===== config.mk =====
export PLATFORM = sky130hd
export DESIGN_NAME = qlink_dma
export DESIGN_NICKNAME = d
export VERILOG_FILES = /design/src/rtl/qlink_dma_pkg.sv /design/src/rtl/qlink_ctlreg.sv /design/src/rtl/qlink_chan.sv /design/src/rtl/qlink_dma.sv
export SDC_FILE = /design/constraint.sdc
export NUM_CORES = 1
export LEC_CHECK = 0
export ABC_AREA = 1
export BUFFER_PORTS_ARGS = -buffer_cell sky130_fd_sc_hd__buf_4
export CAP_MARGIN = 20
export CORE_AREA = 2 2 356 358
export CTS_CLUSTER_DIAMETER = 200
export CTS_CLUSTER_SIZE = 12
export DETAILED_ROUTE_END_ITERATION = 10
export DIE_AREA = 0 0 358 360
export PLACE_DENSITY = 0.34
export SYNTH_ARGS = -nofsm -noshare
export SYNTH_HDL_FRONTEND = slang
export SYNTH_SLANG_ARGS = --single-unit

===== constraint.sdc =====
create_clock -name clk -period 3.9 [get_ports clk]
set_input_delay 0.195 -clock clk [delete_from_list [all_inputs] [get_ports clk]]
set_output_delay 0.195 -clock clk [all_outputs]
set_load 0.005 [all_outputs]

===== src/rtl/qlink_dma_pkg.sv =====
package qlink_dma_pkg;
   localparam int DESC_W   = 128;
   localparam int CTLW_W   = 32;
   localparam int CNT_W    = 16;
   localparam int STEP_W   = 16;
   localparam int ADDR_LSB = 0;
   localparam int STEP_LSB = 32;
   localparam int CNT_LSB  = 48;
   localparam int DIM2_LSB = 64;
   localparam int CW_LSB   = 96;
   localparam int CW_IRQ   = 0;
   localparam int CTL_EN   = 0;

   typedef struct packed {
      logic [CTLW_W-1:0] cword;
      logic [31:0]       dim2;
      logic [CNT_W-1:0]  count;
      logic [STEP_W-1:0] step;
      logic [31:0]       start;
   } qdesc_t;
endpackage


===== src/rtl/qlink_ctlreg.sv =====
module qlink_ctlreg (
   input  logic clk,
   input  logic rst_n,
   input  logic wr,
   input  logic wr_en_bit,
   input  logic fin,
   output logic en,
   output logic err,
   output logic abort
);
   assign abort = wr && !wr_en_bit;

   always_ff @(posedge clk) begin
      if (!rst_n) begin
         en  <= 1'b0;
         err <= 1'b0;
      end else if (abort) begin
         en  <= 1'b0;
         err <= 1'b0;
      end else begin
         if (wr && en) err <= 1'b1;
         if (wr && !en) en <= 1'b1;
         else if (fin)  en <= 1'b0;
      end
   end
endmodule


===== src/rtl/qlink_chan.sv =====
module qlink_chan
   import qlink_dma_pkg::*;
#(
   parameter int ADDR_W = 32,
   parameter bit IS_RX  = 1'b0
) (
   input  logic              clk,
   input  logic              rst_n,
   input  logic              desc_we,
   input  logic [DESC_W-1:0] desc_wdata,
   input  logic              en,
   input  logic              abort,
   input  logic              buf_ok,
   output logic              fin,
   output logic              dreq,
   output logic              irq,
   output logic              mem_stb,
   output logic [ADDR_W-1:0] mem_addr,
   output logic              buf_stb
);
   localparam int EXT_W = (ADDR_W > STEP_W) ? ADDR_W : STEP_W;

   qdesc_t            d_in;
   logic [ADDR_W-1:0] idx_q;
   logic [CNT_W-1:0]  cnt_q;
   logic [STEP_W-1:0] step_q;
   logic              ie_q;
   logic              pend_q;
   logic              left;
   logic [EXT_W-1:0]  step_ext;

   assign d_in     = qdesc_t'(desc_wdata);
   assign left     = (cnt_q != '0);
   assign step_ext = EXT_W'($signed(step_q));
   assign mem_addr = idx_q;
   assign irq      = fin && ie_q;

   generate
      if (IS_RX) begin : g_rx
         assign dreq    = en && left && buf_ok;
         assign buf_stb = dreq;
         assign fin     = en && !left;
         always_ff @(posedge clk) pend_q <= 1'b0;
      end else begin : g_tx
         assign dreq    = en && left && buf_ok && !pend_q;
         assign buf_stb = pend_q;
         assign fin     = en && !left && !pend_q;
         always_ff @(posedge clk) begin
            if (!rst_n) pend_q <= 1'b0;
            else        pend_q <= dreq;
         end
      end
   endgenerate

   assign mem_stb = dreq;

   always_ff @(posedge clk) begin
      if (!rst_n) begin
         idx_q  <= '0;
         cnt_q  <= '0;
         step_q <= '0;
         ie_q   <= 1'b0;
      end else if (abort) begin
         cnt_q <= '0;
      end else if (desc_we && !en) begin
         idx_q  <= d_in.start[ADDR_W-1:0];
         cnt_q  <= d_in.count;
         step_q <= d_in.step;
         ie_q   <= d_in.cword[CW_IRQ];
      end else if (dreq) begin
         idx_q <= idx_q + step_ext[ADDR_W-1:0];
         cnt_q <= cnt_q - 1'b1;
      end
   end
endmodule


===== src/rtl/qlink_dma.sv =====
module qlink_dma
   import qlink_dma_pkg::*;
#(
   parameter int ADDR_W = 32,
   parameter int QW_W   = 128
) (
   input  logic              clk,
   input  logic              rst_n,
   input  logic              tx_desc_we,
   input  logic [127:0]      tx_desc_wdata,
   input  logic              tx_ctl_we,
   input  logic [31:0]       tx_ctl_wdata,
   output logic              tx_busy,
   output logic              tx_err,
   output logic              tx_irq,
   output logic              tx_dreq,
   output logic              tx_mem_re,
   output logic [ADDR_W-1:0] tx_mem_addr,
   input  logic [QW_W-1:0]   tx_mem_rdata,
   input  logic              tx_buf_empty,
   output logic              tx_buf_load,
   output logic [QW_W-1:0]   tx_buf_data,
   input  logic              rx_desc_we,
   input  logic [127:0]      rx_desc_wdata,
   input  logic              rx_ctl_we,
   input  logic [31:0]       rx_ctl_wdata,
   output logic              rx_busy,
   output logic              rx_err,
   output logic              rx_irq,
   output logic              rx_dreq,
   output logic              rx_mem_we,
   output logic [ADDR_W-1:0] rx_mem_addr,
   output logic [QW_W-1:0]   rx_mem_wdata,
   input  logic              rx_buf_full,
   input  logic [QW_W-1:0]   rx_buf_data,
   output logic              rx_buf_take
);
   generate
      if (ADDR_W < 1 || ADDR_W > 32) begin : g_bad_addr
         $error("qlink_dma: ADDR_W must lie in 1..32");
      end
      if (QW_W != 128) begin : g_bad_qw
         $error("qlink_dma: QW_W must be 128");
      end
   endgenerate

   logic tx_fin, tx_abort, rx_fin, rx_abort;

   qlink_ctlreg u_tx_ctl (
      .clk(clk), .rst_n(rst_n), .wr(tx_ctl_we), .wr_en_bit(tx_ctl_wdata[CTL_EN]),
      .fin(tx_fin), .en(tx_busy), .err(tx_err), .abort(tx_abort)
   );

   qlink_chan #(.ADDR_W(ADDR_W), .IS_RX(1'b0)) u_tx (
      .clk(clk), .rst_n(rst_n), .desc_we(tx_desc_we), .desc_wdata(tx_desc_wdata),
      .en(tx_busy), .abort(tx_abort), .buf_ok(tx_buf_empty), .fin(tx_fin),
      .dreq(tx_dreq), .irq(tx_irq), .mem_stb(tx_mem_re), .mem_addr(tx_mem_addr),
      .buf_stb(tx_buf_load)
   );

   assign tx_buf_data = tx_mem_rdata;

   qlink_ctlreg u_rx_ctl (
      .clk(clk), .rst_n(rst_n), .wr(rx_ctl_we), .wr_en_bit(rx_ctl_wdata[CTL_EN]),
      .fin(rx_fin), .en(rx_busy), .err(rx_err), .abort(rx_abort)
   );

   qlink_chan #(.ADDR_W(ADDR_W), .IS_RX(1'b1)) u_rx (
      .clk(clk), .rst_n(rst_n), .desc_we(rx_desc_we), .desc_wdata(rx_desc_wdata),
      .en(rx_busy), .abort(rx_abort), .buf_ok(rx_buf_full), .fin(rx_fin),
      .dreq(rx_dreq), .irq(rx_irq), .mem_stb(rx_mem_we), .mem_addr(rx_mem_addr),
      .buf_stb(rx_buf_take)
   );

   assign rx_mem_wdata = rx_buf_data;
endmodule


==> impl_metrics.toml <==
[cells_and_area]
area_growth_pct = 22.93
finalNetCount = 2809
postLayoutCoreUtil_pct = 12.66
final_common_cell = "nand2_1"
fillers = 14720
stdcell_area_um2 = 15810
final_cells = 3826
mostFrequentLayoutCells = "nand2_1, inv_1, nor2_1"
drive_above_1_share_pct = 12.95

[power_and_ir_drop]
switchingPower_mw = 1.962
p_sw_share_pct = 38.51
pwr-share-seq_pct = 32.4
p_leak_nw = 7.661
power_frac_comb_pct = 32.5
intPower_mw = 3.133
clkPwrFrac_pct = 35.1
ir_drop_v = 0.0003707
power_density_nw_per_um2 = 322.3
finalPower_mw = 5.095

[grt]
overflow = 0
grt_max_degree = 66
grt_pass1_wl_um = 86370
antenna_found_initial = 11
grt_usage_pct = 9.316
grt_pass1_vias = 12770

[clocking]
htree_levels = 4
cts_sinks = 135
cts_tree = "done"
root_buffer = "clkbuf_16"
cts_made_buffers = 17
clockBufferDepth = 2
insertion_delay_ps = 510
path_clk_slew_ps = 80

[logic_synthesis]
yosysSeqAreaShare_pct = 21.02
syn_area_um2 = 12860
synthDistinctLibCells = 44
synthTopCellsByArea = "dfxtp_1, nand2_1, buf_4"
netlist_instances = 2146
ys_ff_latch = 135
synth_nets = 2798
synth_edf_count = 0
yosysTopAreaCell = "dfxtp_1"
ys.flop_type = "dfxtp_1"
synth_top_area_share_pct = 21.02
synth.avg_cell_area_um2 = 5.992
async_flop_share_pct = 0
yosys_warnings = 0

[die]
core_area_um2 = 124900
die_w_um = 358
die_y_um = 360
rows = 130
start_util_pct = 10.29
dieArea_um2 = 128900
io-pin-count = 916

[sta]
timing.final.hold_violations = 0
fmax_mhz = 339.4
setup_tns_ps = 0
fin_crit_ps = 2947
rsz0062_at_grt = "no"
slew_viol_final = 0
finalSetupViolCount = 0
max-slew-margin-rel_pct = 42.92
fin_worst_skew_ps = 15.68
worst_pin_slew_ps = 855.1
post-route-period-util_pct = 75.56

[place]
dpl_cell_area_um2 = 14450
hpwl_um = 50200
portBuffers = 215
placed_cells = 3714
gp_congestion = 0.8135

[worst_setup_path]
arrival_ps = 3320
crit_required_ps = 4280
critPathMaxFanout = 26
path_class = "reg -> reg"
cp-end-kind = "flop"
start_kind = "flop"

[job]
drv_cap = 0

[drt]
viasPerCell = 3.302
vias = 12640
wl_per_cell_um = 15.92
dr.pass1.iters = 5
wl_um = 60920
route.detailed.drc = 0
drtIter0Drc = 573
postRouteAntennaNets = 0

[hold_path]
hold_class = "in -> reg"

[status]
status = "finished, final reports clean"
-- cell families (layout without fill, tap and decap cells) --
kind of cell | Yosys count | count (layout) | synth area share [%]
other | 0 | 6 | 0
DFF | 135 | 135 | 21.02
muxes | 2 | 2 | 0.1557
adders and majority gates | 68 | 68 | 6.733
xor gates and xnor gates | 43 | 43 | 2.929
AOI/OAI and AO/OA | 274 | 274 | 11.70
buffers and inverters | 583 | 607 | 25.01
and+or+nand+nor | 1041 | 1041 | 32.45
-- cell usage after synthesis (3+ instances only) --
cell / count
nand2_1: 616
inv_1: 267
nor2_1: 266
buf_4: 260
a21oi_1: 140
dfxtp_1: 135
nand3_1: 115
o21ai_0: 82
ha_1: 66
clkbuf_1: 32
xor2_1: 28
o211ai_1: 15
xnor2_1: 15
buf_2: 12
nand4_1: 11
a31oi_1: 10
nor3_1: 10
nand2_2: 6
o21bai_1: 6
buf_6: 5
clkinv_1: 5
o211a_1: 5
a211oi_1: 4
nor2_2: 4
and2_1: 3
or2_2: 3
-- metal layers --
layer  track usage, %  wire length, µm  share of wire, %  up-vias
li1                 -                -                 -     6503
met1            11.30            27260                45     5542
met2            13.51            24500                40      419
met3            4.233             5976               9.8      163
met4            4.963             2975               4.9        8
met5            1.019              210              0.34        -
-- final cells by class --
type,count,area (µm²),area share [%]
tap,1650,2064,13.06
antenna,6,15.01,0.09497
clock buffer,18,439.2,2.778
inverter,274,1028,6.506
multi-input combinational,1428,6950,43.97
timing repair buffer,301,2445,15.46
sequential,135,2703,17.10
clock inverter,14,163.9,1.037
-- critical path, stage by stage, from the launching register on --
cell     delay, ps
dfxtp_1        300
inv_1          130
ha_1           200
nand2_1         60
nor3_1         130
nand4_1        170
nand2_2        160
nand2_2        240
nand2_2        500
inv_1          530
o21ai_0        330
a21oi_1         70
-- path summary, 6_finish.rpt --
check | end | from | slack (ps) | cells past startpoint
setup / recovery | u_rx.mem_addr[15]$_SDFFE_PN0P_ | u_rx.cnt_q[0]$_SDFFE_PP0P_ | 950 | 11
hold reg to reg | u_rx.ie_q$_SDFFE_PN0P_ | u_rx.ie_q$_SDFFE_PN0P_ | 460 | 2
setup reg to reg | u_rx.mem_addr[15]$_SDFFE_PN0P_ | u_rx.cnt_q[0]$_SDFFE_PP0P_ | 950 | 11
hold / removal | u_rx.step_q[8]$_SDFFE_PN0P_ | rx_desc_wdata[40] | 30 | 3
-- repair_timing --
action / CTS / global route
hold endpoints to repair: 76 / 0
hold buffers: 74 / 0
setup buffers: 0 / 0
gates resized for setup: 0 / 0
-- registers in the layout, summed over array words and instances, names as in the netlist --
register	cells
u_tx.cnt_q	16
u_rx.ie_q	1
u_tx.mem_addr	32
u_rx.step_q	16
u_rx.mem_addr	32
u_rx_ctl.err	1
u_tx.ie_q	1
u_tx.buf_stb	1
u_tx_ctl.en	1
u_tx.step_q	16
u_rx.cnt_q	16
u_rx_ctl.en	1
u_tx_ctl.err	1
-- metrics by stage --
step	hold WS (ps)	worst slack, ps
5_1_grt	24.45	625.9
3_5_place_dp	390.0	971.5
4_1_cts	1.925	920.9
6_report	26.97	953.3
2_1_floorplan	328.3	2015
3_3_place_gp	390.0	1008
-- power groups by stage --
stage	sequential, mW	combinational (mW)	clock (mW)
after detailed placement	1.68	1.63	0
after floorplan	1.64	1.19	0
after global placement	1.68	1.63	0
after global routing	1.67	1.88	1.91
final	1.65	1.66	1.79
after CTS	1.65	1.71	1.86
Note: power is estimated with default switching activity, not from simulation.
